`src/rtl/event_irq_pkg.sv`:
```
package event_irq_pkg;

  // Strobes that the bus decoder hands to the flag datapath each cycle.
  typedef struct packed {
    logic ackRead;      // read access: return flags, then clear them
    logic maskWrite;    // write access: update the mask
    logic maskSetMode;  // 1 = set selected mask bits, 0 = clear them
  } flagCtrlT;

endpackage

```
`src/rtl/event_irq_ctrl.sv`:
```
module event_irq_ctrl
  import event_irq_pkg::*;
(
  input  logic     busEn,
  input  logic     busWr,
  input  logic     modeBit,
  output flagCtrlT ctrl
);

  always_comb begin
    ctrl.ackRead     = busEn & ~busWr;
    ctrl.maskWrite   = busEn & busWr;
    ctrl.maskSetMode = modeBit;
  end

endmodule

```
`src/rtl/event_irq_dp.sv`:
```
module event_irq_dp
  import event_irq_pkg::*;
#(
  parameter int NUM_SRC = 7
) (
  input  logic               clk,
  input  logic               rstN,
  input  logic [NUM_SRC-1:0] srcEvent,
  input  logic [NUM_SRC-1:0] selBits,
  input  flagCtrlT           ctrl,
  output logic [NUM_SRC-1:0] flagQ,
  output logic [NUM_SRC-1:0] maskQ,
  output logic               irqQ
);

  logic anyEnabled;

  for (genvar i = 0; i < NUM_SRC; i++) begin : g_src
    // Flag bit: a new event wins over the acknowledge in the same cycle.
    always_ff @(posedge clk) begin
      if (!rstN)
        flagQ[i] <= 1'b0;
      else if (srcEvent[i])
        flagQ[i] <= 1'b1;
      else if (ctrl.ackRead)
        flagQ[i] <= 1'b0;
    end

    // Mask bit: touched only when its select bit is one.
    always_ff @(posedge clk) begin
      if (!rstN)
        maskQ[i] <= 1'b0;
      else if (ctrl.maskWrite && selBits[i])
        maskQ[i] <= ctrl.maskSetMode;
    end
  end

  assign anyEnabled = |(flagQ & maskQ);

  // The summary is one cycle behind the flags. A read in the gap suppresses it.
  always_ff @(posedge clk) begin
    if (!rstN)
      irqQ <= 1'b0;
    else
      irqQ <= anyEnabled & ~ctrl.ackRead;
  end

endmodule

```
`src/rtl/event_irq_reg.sv`:
```
module event_irq_reg
  import event_irq_pkg::*;
#(
  parameter int NUM_SRC = 7,
  parameter int DATA_W  = 8
) (
  input  logic               clk,
  input  logic               rstN,
  input  logic [NUM_SRC-1:0] srcEvent,
  input  logic               busEn,
  input  logic               busWr,
  input  logic [DATA_W-1:0]  wrData,
  output logic [DATA_W-1:0]  rdData,
  output logic               irqN
);

  localparam int SumBit = DATA_W - 1;

  flagCtrlT           ctrl;
  logic [NUM_SRC-1:0] flagQ;
  logic [NUM_SRC-1:0] maskQ;
  logic               irqQ;

  event_irq_ctrl u_ctrl (
    .busEn   (busEn),
    .busWr   (busWr),
    .modeBit (wrData[SumBit]),
    .ctrl    (ctrl)
  );

  event_irq_dp #(.NUM_SRC(NUM_SRC)) u_dp (
    .clk      (clk),
    .rstN     (rstN),
    .srcEvent (srcEvent),
    .selBits  (wrData[NUM_SRC-1:0]),
    .ctrl     (ctrl),
    .flagQ    (flagQ),
    .maskQ    (maskQ),
    .irqQ     (irqQ)
  );

  always_comb begin
    rdData = '0;
    if (ctrl.ackRead) begin
      rdData[NUM_SRC-1:0] = flagQ;
      rdData[SumBit]      = irqQ;
    end
  end

  assign irqN = ~irqQ;

endmodule

```
`config.mk`:
```
export PLATFORM = sky130hd
export DESIGN_NAME = event_irq_reg
export DESIGN_NICKNAME = d
export VERILOG_FILES = /design/src/rtl/event_irq_pkg.sv /design/src/rtl/event_irq_ctrl.sv /design/src/rtl/event_irq_dp.sv /design/src/rtl/event_irq_reg.sv
export SDC_FILE = /design/constraint.sdc
export NUM_CORES = 1
export LEC_CHECK = 0
export BUFFER_PORTS_ARGS = -buffer_cell sky130_fd_sc_hd__buf_2
export CAP_MARGIN = 0
export CORE_MARGIN = 5
export CORE_UTILIZATION = 38
export DETAILED_ROUTE_END_ITERATION = 10
export GPL_ROUTABILITY_DRIVEN = 0
export PLACE_DENSITY = 0.65
export SETUP_SLACK_MARGIN = 0.5
export SYNTH_ARGS = -nofsm -noshare
export SYNTH_HDL_FRONTEND = slang
export SYNTH_SLANG_ARGS = --single-unit
export TNS_END_PERCENT = 5
```
`constraint.sdc`:
```
create_clock -name clk -period 1 [get_ports clk]
set_input_delay 0.2 -clock clk [delete_from_list [all_inputs] [get_ports clk]]
set_output_delay 0.2 -clock clk [all_outputs]
set_load 0.01 [all_outputs]
```
# == Word-level counts from Yosys, hierarchy flattened ==
# Cells that the tools add are included.
# op_classes
n_mux,9
bitwise_logic,7
n_reduce_logical,15
# ops
op,n
nonzero test 2 bit,7
two-way mux 1 bit,8
two-way mux 8 bit,1
AND 7 bit,1
logical AND 1 bit,7
OR reduction 7 bit,1
AND 1 bit,3
inverter 1 bit,3
# totals
reg_bits,15
in_bits,19
out_inout_bits,9
wordCells,46

# == Logic depth before layout (Yosys ltp) ==
# logic_depth
depth_word,4
depth_mapped,5
ltp_nobuf,3

# == Hierarchy ==
# Synthesis repeated with hierarchy kept, for this count alone.
# unflattened
cells_unflattened,69
hier_area_um2,684.4
# modules_own_cells
mod,n_inst,cells_per_inst,area_each_um2,seq_area_each_um2
event_irq_dp,1,57,606.8,300.3
event_irq_reg,1,9,53.8,0.0
event_irq_ctrl,1,3,23.8,0.0

# == Least setup slack after synthesis ==
# OpenSTA, ideal clock, no wires.
# synth_path
kind,input-to-output
start,in busEn
end,out rdData[0]
arrival_ps,740
required_time_ps,800
slack_ps,60
path_stages,3
n_path_buf,1
cell_sequence,buf_4 -> and2b_2 -> and2_1
# synth_between
elab_chain_cells,2
# synth_rtl
item,line,source
"start, declared",event_irq_reg.sv:10,"input logic busEn,"
AND 1 bit,event_irq_ctrl.sv:11,ctrl.ackRead = busEn & ~busWr;
two-way mux 8 bit,event_irq_reg.sv:44,if (ctrl.ackRead) begin
"end, declared",event_irq_reg.sv:13,"output logic [DATA_W-1:0] rdData,"
# No other way between the ends.

# == Worst setup path after layout ==
# layout_path
start,reg u_dp.flagQ[5]
end,out rdData[5]
# layout_between
elab_chain_cells,1
# layout_rtl
item,line,source
"start, declared",event_irq_dp.sv:11,"output logic [NUM_SRC-1:0] flagQ,"
"start signal, assigned by index",event_irq_dp.sv:22,flagQ[i] <= 1'b0;
"start signal, assigned by index",event_irq_dp.sv:24,flagQ[i] <= 1'b1;
"start signal, assigned by index",event_irq_dp.sv:26,flagQ[i] <= 1'b0;
two-way mux 8 bit,event_irq_reg.sv:44,
# No other way between the ends.

==> run_summary.xml <==
<?xml version="1.0" encoding="UTF-8"?>
<metrics>
  <group name="finish">
    <metric name="top_library_cells_by_usage_in_the_layout_fill_and_taps_aside" unit="">sky130_fd_sc_hd__buf_2 (20), sky130_fd_sc_hd__nor2b_1 (14), sky130_fd_sc_hd__dfxtp_2 (14), sky130_fd_sc_hd__buf_6 (9)</metric>
    <metric name="fin_nets" unit="">126</metric>
    <metric name="antenna-diode-count" unit="">0</metric>
    <metric name="layout_commonest_cell" unit="">sky130_fd_sc_hd__buf_2</metric>
    <metric name="final_layout_size_suffix_gt1_frac" unit="">0.651</metric>
    <metric name="final_area" unit="um^2">1010</metric>
    <metric name="syn_to_final_growth" unit="%">50.7</metric>
  </group>
  <group name="global_route">
    <metric name="groute.layer.met3.usage" unit="">0.0315</metric>
    <metric name="global_route.peak_usage_layer" unit="">met2</metric>
    <metric name="antenna_violations_before_repair" unit="">0</metric>
    <metric name="global_route.overflow_total" unit="">0</metric>
    <metric name="met2_usage" unit="">0.215</metric>
    <metric name="met1_usage" unit="">0.153</metric>
    <metric name="global_route.usage.total" unit="">0.128</metric>
    <metric name="number_of_global_route_vias_before_repair" unit="">570</metric>
    <metric name="grt_first_pass_wirelength" unit="um">2530</metric>
    <metric name="largest_net_degree_at_the_start_of_global_routing" unit="">16</metric>
  </group>
  <group name="setup_path">
    <metric name="r2r_end" unit="">u_dp.irqQ</metric>
    <metric name="cp-end-kind" unit="">output pin</metric>
    <metric name="critPathRequiredTime" unit="ns">0.80</metric>
    <metric name="worstSetupStartpointType" unit="">flip-flop</metric>
    <metric name="r2r_slack" unit="ns">-0.02</metric>
    <metric name="crit_arrival" unit="ns">0.88</metric>
    <metric name="worst_path_largest_cell_delay" unit="ns">0.34</metric>
    <metric name="r2r.worst_path.cells" unit="">3</metric>
    <metric name="critPathMaxFanout" unit="">3</metric>
    <metric name="timing.critical_path.cells" unit="">and2_4 -&gt; buf_6</metric>
    <metric name="critPathKind" unit="">reg2out</metric>
    <metric name="crit-reg2reg-launch" unit="">u_dp.flagQ[2]</metric>
    <metric name="slowest_cell_on_crit_path" unit="">sky130_fd_sc_hd__dfxtp_2</metric>
  </group>
  <group name="timing">
    <metric name="timing_max_transition_violations_final" unit="">0</metric>
    <metric name="grt_setup_unrepaired" unit="">yes</metric>
    <metric name="max_clock_freq" unit="MHz">926</metric>
    <metric name="setup_viol_count_final" unit="">9</metric>
    <metric name="tightest_slew" unit="ns">0.348</metric>
    <metric name="hold_slack" unit="ns">0.141</metric>
    <metric name="slew-limit-headroom" unit="">0.768</metric>
    <metric name="final.period_utilization" unit="">1.08</metric>
    <metric name="min_period" unit="ns">1.08</metric>
    <metric name="finalHoldViolations" unit="">0</metric>
    <metric name="final_critical_path_setup_slack" unit="ns">-0.0796</metric>
    <metric name="fin_skew" unit="ns">0.00197</metric>
  </group>
  <group name="power">
    <metric name="cell_internal_pwr" unit="uW">918</metric>
    <metric name="comb_power_share" unit="">0.183</metric>
    <metric name="p_leak" unit="nW">0.475</metric>
    <metric name="pwr-share-clk" unit="">0.281</metric>
    <metric name="cellPowerDensity" unit="nW/um^2">1200</metric>
    <metric name="net-switching-power" unit="uW">298</metric>
    <metric name="worst_case_vdd_ir_drop" unit="mV">0.790</metric>
    <metric name="power.switching_fraction" unit="">0.245</metric>
    <metric name="p_seq_frac" unit="">0.536</metric>
  </group>
  <group name="clock_tree">
    <metric name="cts_max_path_buffers" unit="">2</metric>
    <metric name="htree_levels" unit="">1</metric>
    <metric name="ctsHoldBuffers" unit="">0</metric>
    <metric name="cts_sinks" unit="">15</metric>
    <metric name="cts-buffers-inserted" unit="">3</metric>
    <metric name="clock_insertion_delay_worst_skew" unit="ns">0.28</metric>
    <metric name="worst_setup_hold_path_clk_slew" unit="ns">0.09</metric>
    <metric name="ctsRootBufferMaster" unit="">sky130_fd_sc_hd__clkbuf_4</metric>
    <metric name="tritoncts" unit="">done</metric>
  </group>
  <group name="floorplan">
    <metric name="die_area" unit="um^2">2710</metric>
    <metric name="y_dimension_of_the_die" unit="um">52.0</metric>
    <metric name="core.rowCount" unit="">15</metric>
    <metric name="ioPinCount" unit="">28</metric>
    <metric name="start_util" unit="">0.393</metric>
    <metric name="floorplan.die.width" unit="um">52.0</metric>
    <metric name="core_area" unit="um^2">1710</metric>
  </group>
  <group name="synth">
    <metric name="synth-seq-cells" unit="">15</metric>
    <metric name="synth_warnings" unit="">0</metric>
    <metric name="synthCells" unit="">70</metric>
    <metric name="synthesis.area_per_instance" unit="um^2">9.58</metric>
    <metric name="synth_seq_area_share" unit="">0.448</metric>
    <metric name="synth_nets" unit="">89</metric>
    <metric name="synthesis.area" unit="um^2">671</metric>
    <metric name="synth.distinct_cells" unit="">17</metric>
  </group>
  <group name="routing">
    <metric name="routed-via-count" unit="">602</metric>
    <metric name="avgViaCountPerCell" unit="">4.60</metric>
    <metric name="drc_errors" unit="">0</metric>
    <metric name="drt_first_pass_iters" unit="">4</metric>
    <metric name="detail_route.wirelength" unit="um">1630</metric>
    <metric name="remaining_antenna_violation_count_after_routing" unit="">0</metric>
    <metric name="wl_per_cell" unit="um">12.5</metric>
    <metric name="drt_iter0_markers" unit="">2</metric>
  </group>
  <group name="placement">
    <metric name="post_dp_cell_area" unit="um^2">838</metric>
    <metric name="hpwl" unit="um">1100</metric>
    <metric name="port_buffers" unit="">27</metric>
    <metric name="place_worst_setup_slack" unit="ns">-0.0726</metric>
  </group>
  <group name="worst_hold_path">
    <metric name="timing.hold.worst.class" unit="">in2reg</metric>
    <metric name="launch_point_of_the_worst_hold_path" unit="">srcEvent[3]</metric>
    <metric name="min_path_cells" unit="">3</metric>
    <metric name="whs_endpoint" unit="">u_dp.flagQ[3]</metric>
  </group>
  <group name="run_status">
    <metric name="run_status" unit="">finished with violations</metric>
    <metric name="failed_checks" unit="">negative setup slack</metric>
  </group>
  <group name="job">
    <metric name="max_cap_violations" unit="">0</metric>
  </group>
</metrics>
## area by class of cell
type,count,area (um^2)
clock buffers,4,26.3
fillers,162,697
inverters,1,3.75
multi-input cells,50,378
flip-flops and latches,15,318
well taps,25,31.3
repair buffers,36,254
## through the flow
stage / utilization / TNS, ns / power (mW) / cells
3_3_place_gp: 0.491 / -0.517 / 0.827 / 120
5_1_grt: 0.592 / -0.990 / 1.28 / 131
4_1_cts: 0.576 / -0.607 / 1.21 / 129
6_report: 0.592 / -0.533 / 1.22 / 131
3_5_place_dp: 0.491 / -0.532 / 0.830 / 120
2_1_floorplan: - / 0 / 0.770 / 70
## worst max path at each step
stage / from / slack [ns] / cells after the start / to
floorplan: busWr / 0.09 / 3 / rdData[0]
global placement: busWr / -0.07 / 4 / rdData[3]
detailed placement: busWr / -0.07 / 4 / rdData[2]
CTS: u_dp.flagQ[3] / -0.09 / 2 / rdData[3]
global route: u_dp.flagQ[2] / -0.13 / 3 / u_dp.irqQ
finish: u_dp.flagQ[5] / -0.08 / 2 / rdData[5]
## logic make-up (layout without fill, tap and decap cells)
kind of cell           count (synthesis)  after routing  share of synthesized area
AO/OA/AOI/OAI                         11             11                     0.0989
flip-flops                            15             15                      0.448
AND/OR/NAND/NOR                       32             32                      0.293
multiplexers                           7              7                      0.104
buffers and inverters                  5             41                     0.0560
## state kept, by name, indices dropped and copies added (netlist names)
| register | count |
|---|---|
| u_dp.flagQ | 7 |
| u_dp.maskQ | 7 |
| u_dp.irqQ | 1 |
## worst max-delay path, delay by kind of cell (launching register included)
| kind | cells | cell delay (ns) |
|---|---|---|
| AND/OR/NAND/NOR | 1 | 0.15 |
| flip-flops | 1 | 0.34 |
| buffers and inverters | 1 | 0.11 |
## power by group through the flow
stage	Sequential, mW	Combinational (mW)	Clock (mW)
detailed placement	0.664	0.166	0
global placement	0.663	0.164	0
global route	0.656	0.245	0.381
finish	0.652	0.222	0.342
floorplan	0.657	0.112	0
CTS	0.650	0.212	0.352
## per-layer routing
metal / vias to the layer above / wire [um]
li1: 309 / -
met1: 274 / 710
met2: 17 / 838
met3: 2 / 70
met4: 0 / 14
met5: - / 0
## cells in the mapped netlist, drive strengths merged
| library cell | count | share of area |
|---|---|---|
| nor2b | 14 | 0.13 |
| nand3 | 7 | 0.052 |
| mux2i | 7 | 0.10 |
| a222oi | 1 | 0.015 |
| nand2b | 1 | 0.021 |
| buf | 3 | 0.045 |
| a22oi | 2 | 0.022 |
| a21oi | 7 | 0.052 |
| and2b | 1 | 0.013 |
| inv | 1 | 0.0056 |
| and2 | 7 | 0.065 |
| nand2 | 1 | 0.0056 |
| dfxtp | 15 | 0.45 |
| a31oi | 1 | 0.0093 |
| nor2 | 1 | 0.0056 |
| clkbuf | 1 | 0.0056 |
## timing repair
| item | CTS | global route |
|---|---|---|
| setup endpoints to repair | 24 | 24 |
| endpoints found under the hold margin | 0 | 0 |
| buffers inserted | 5 | 2 |
| pin swaps | 0 | 1 |
| gates resized for setup | 24 | 6 |
Note: power is estimated with default switching activity, not from simulation.
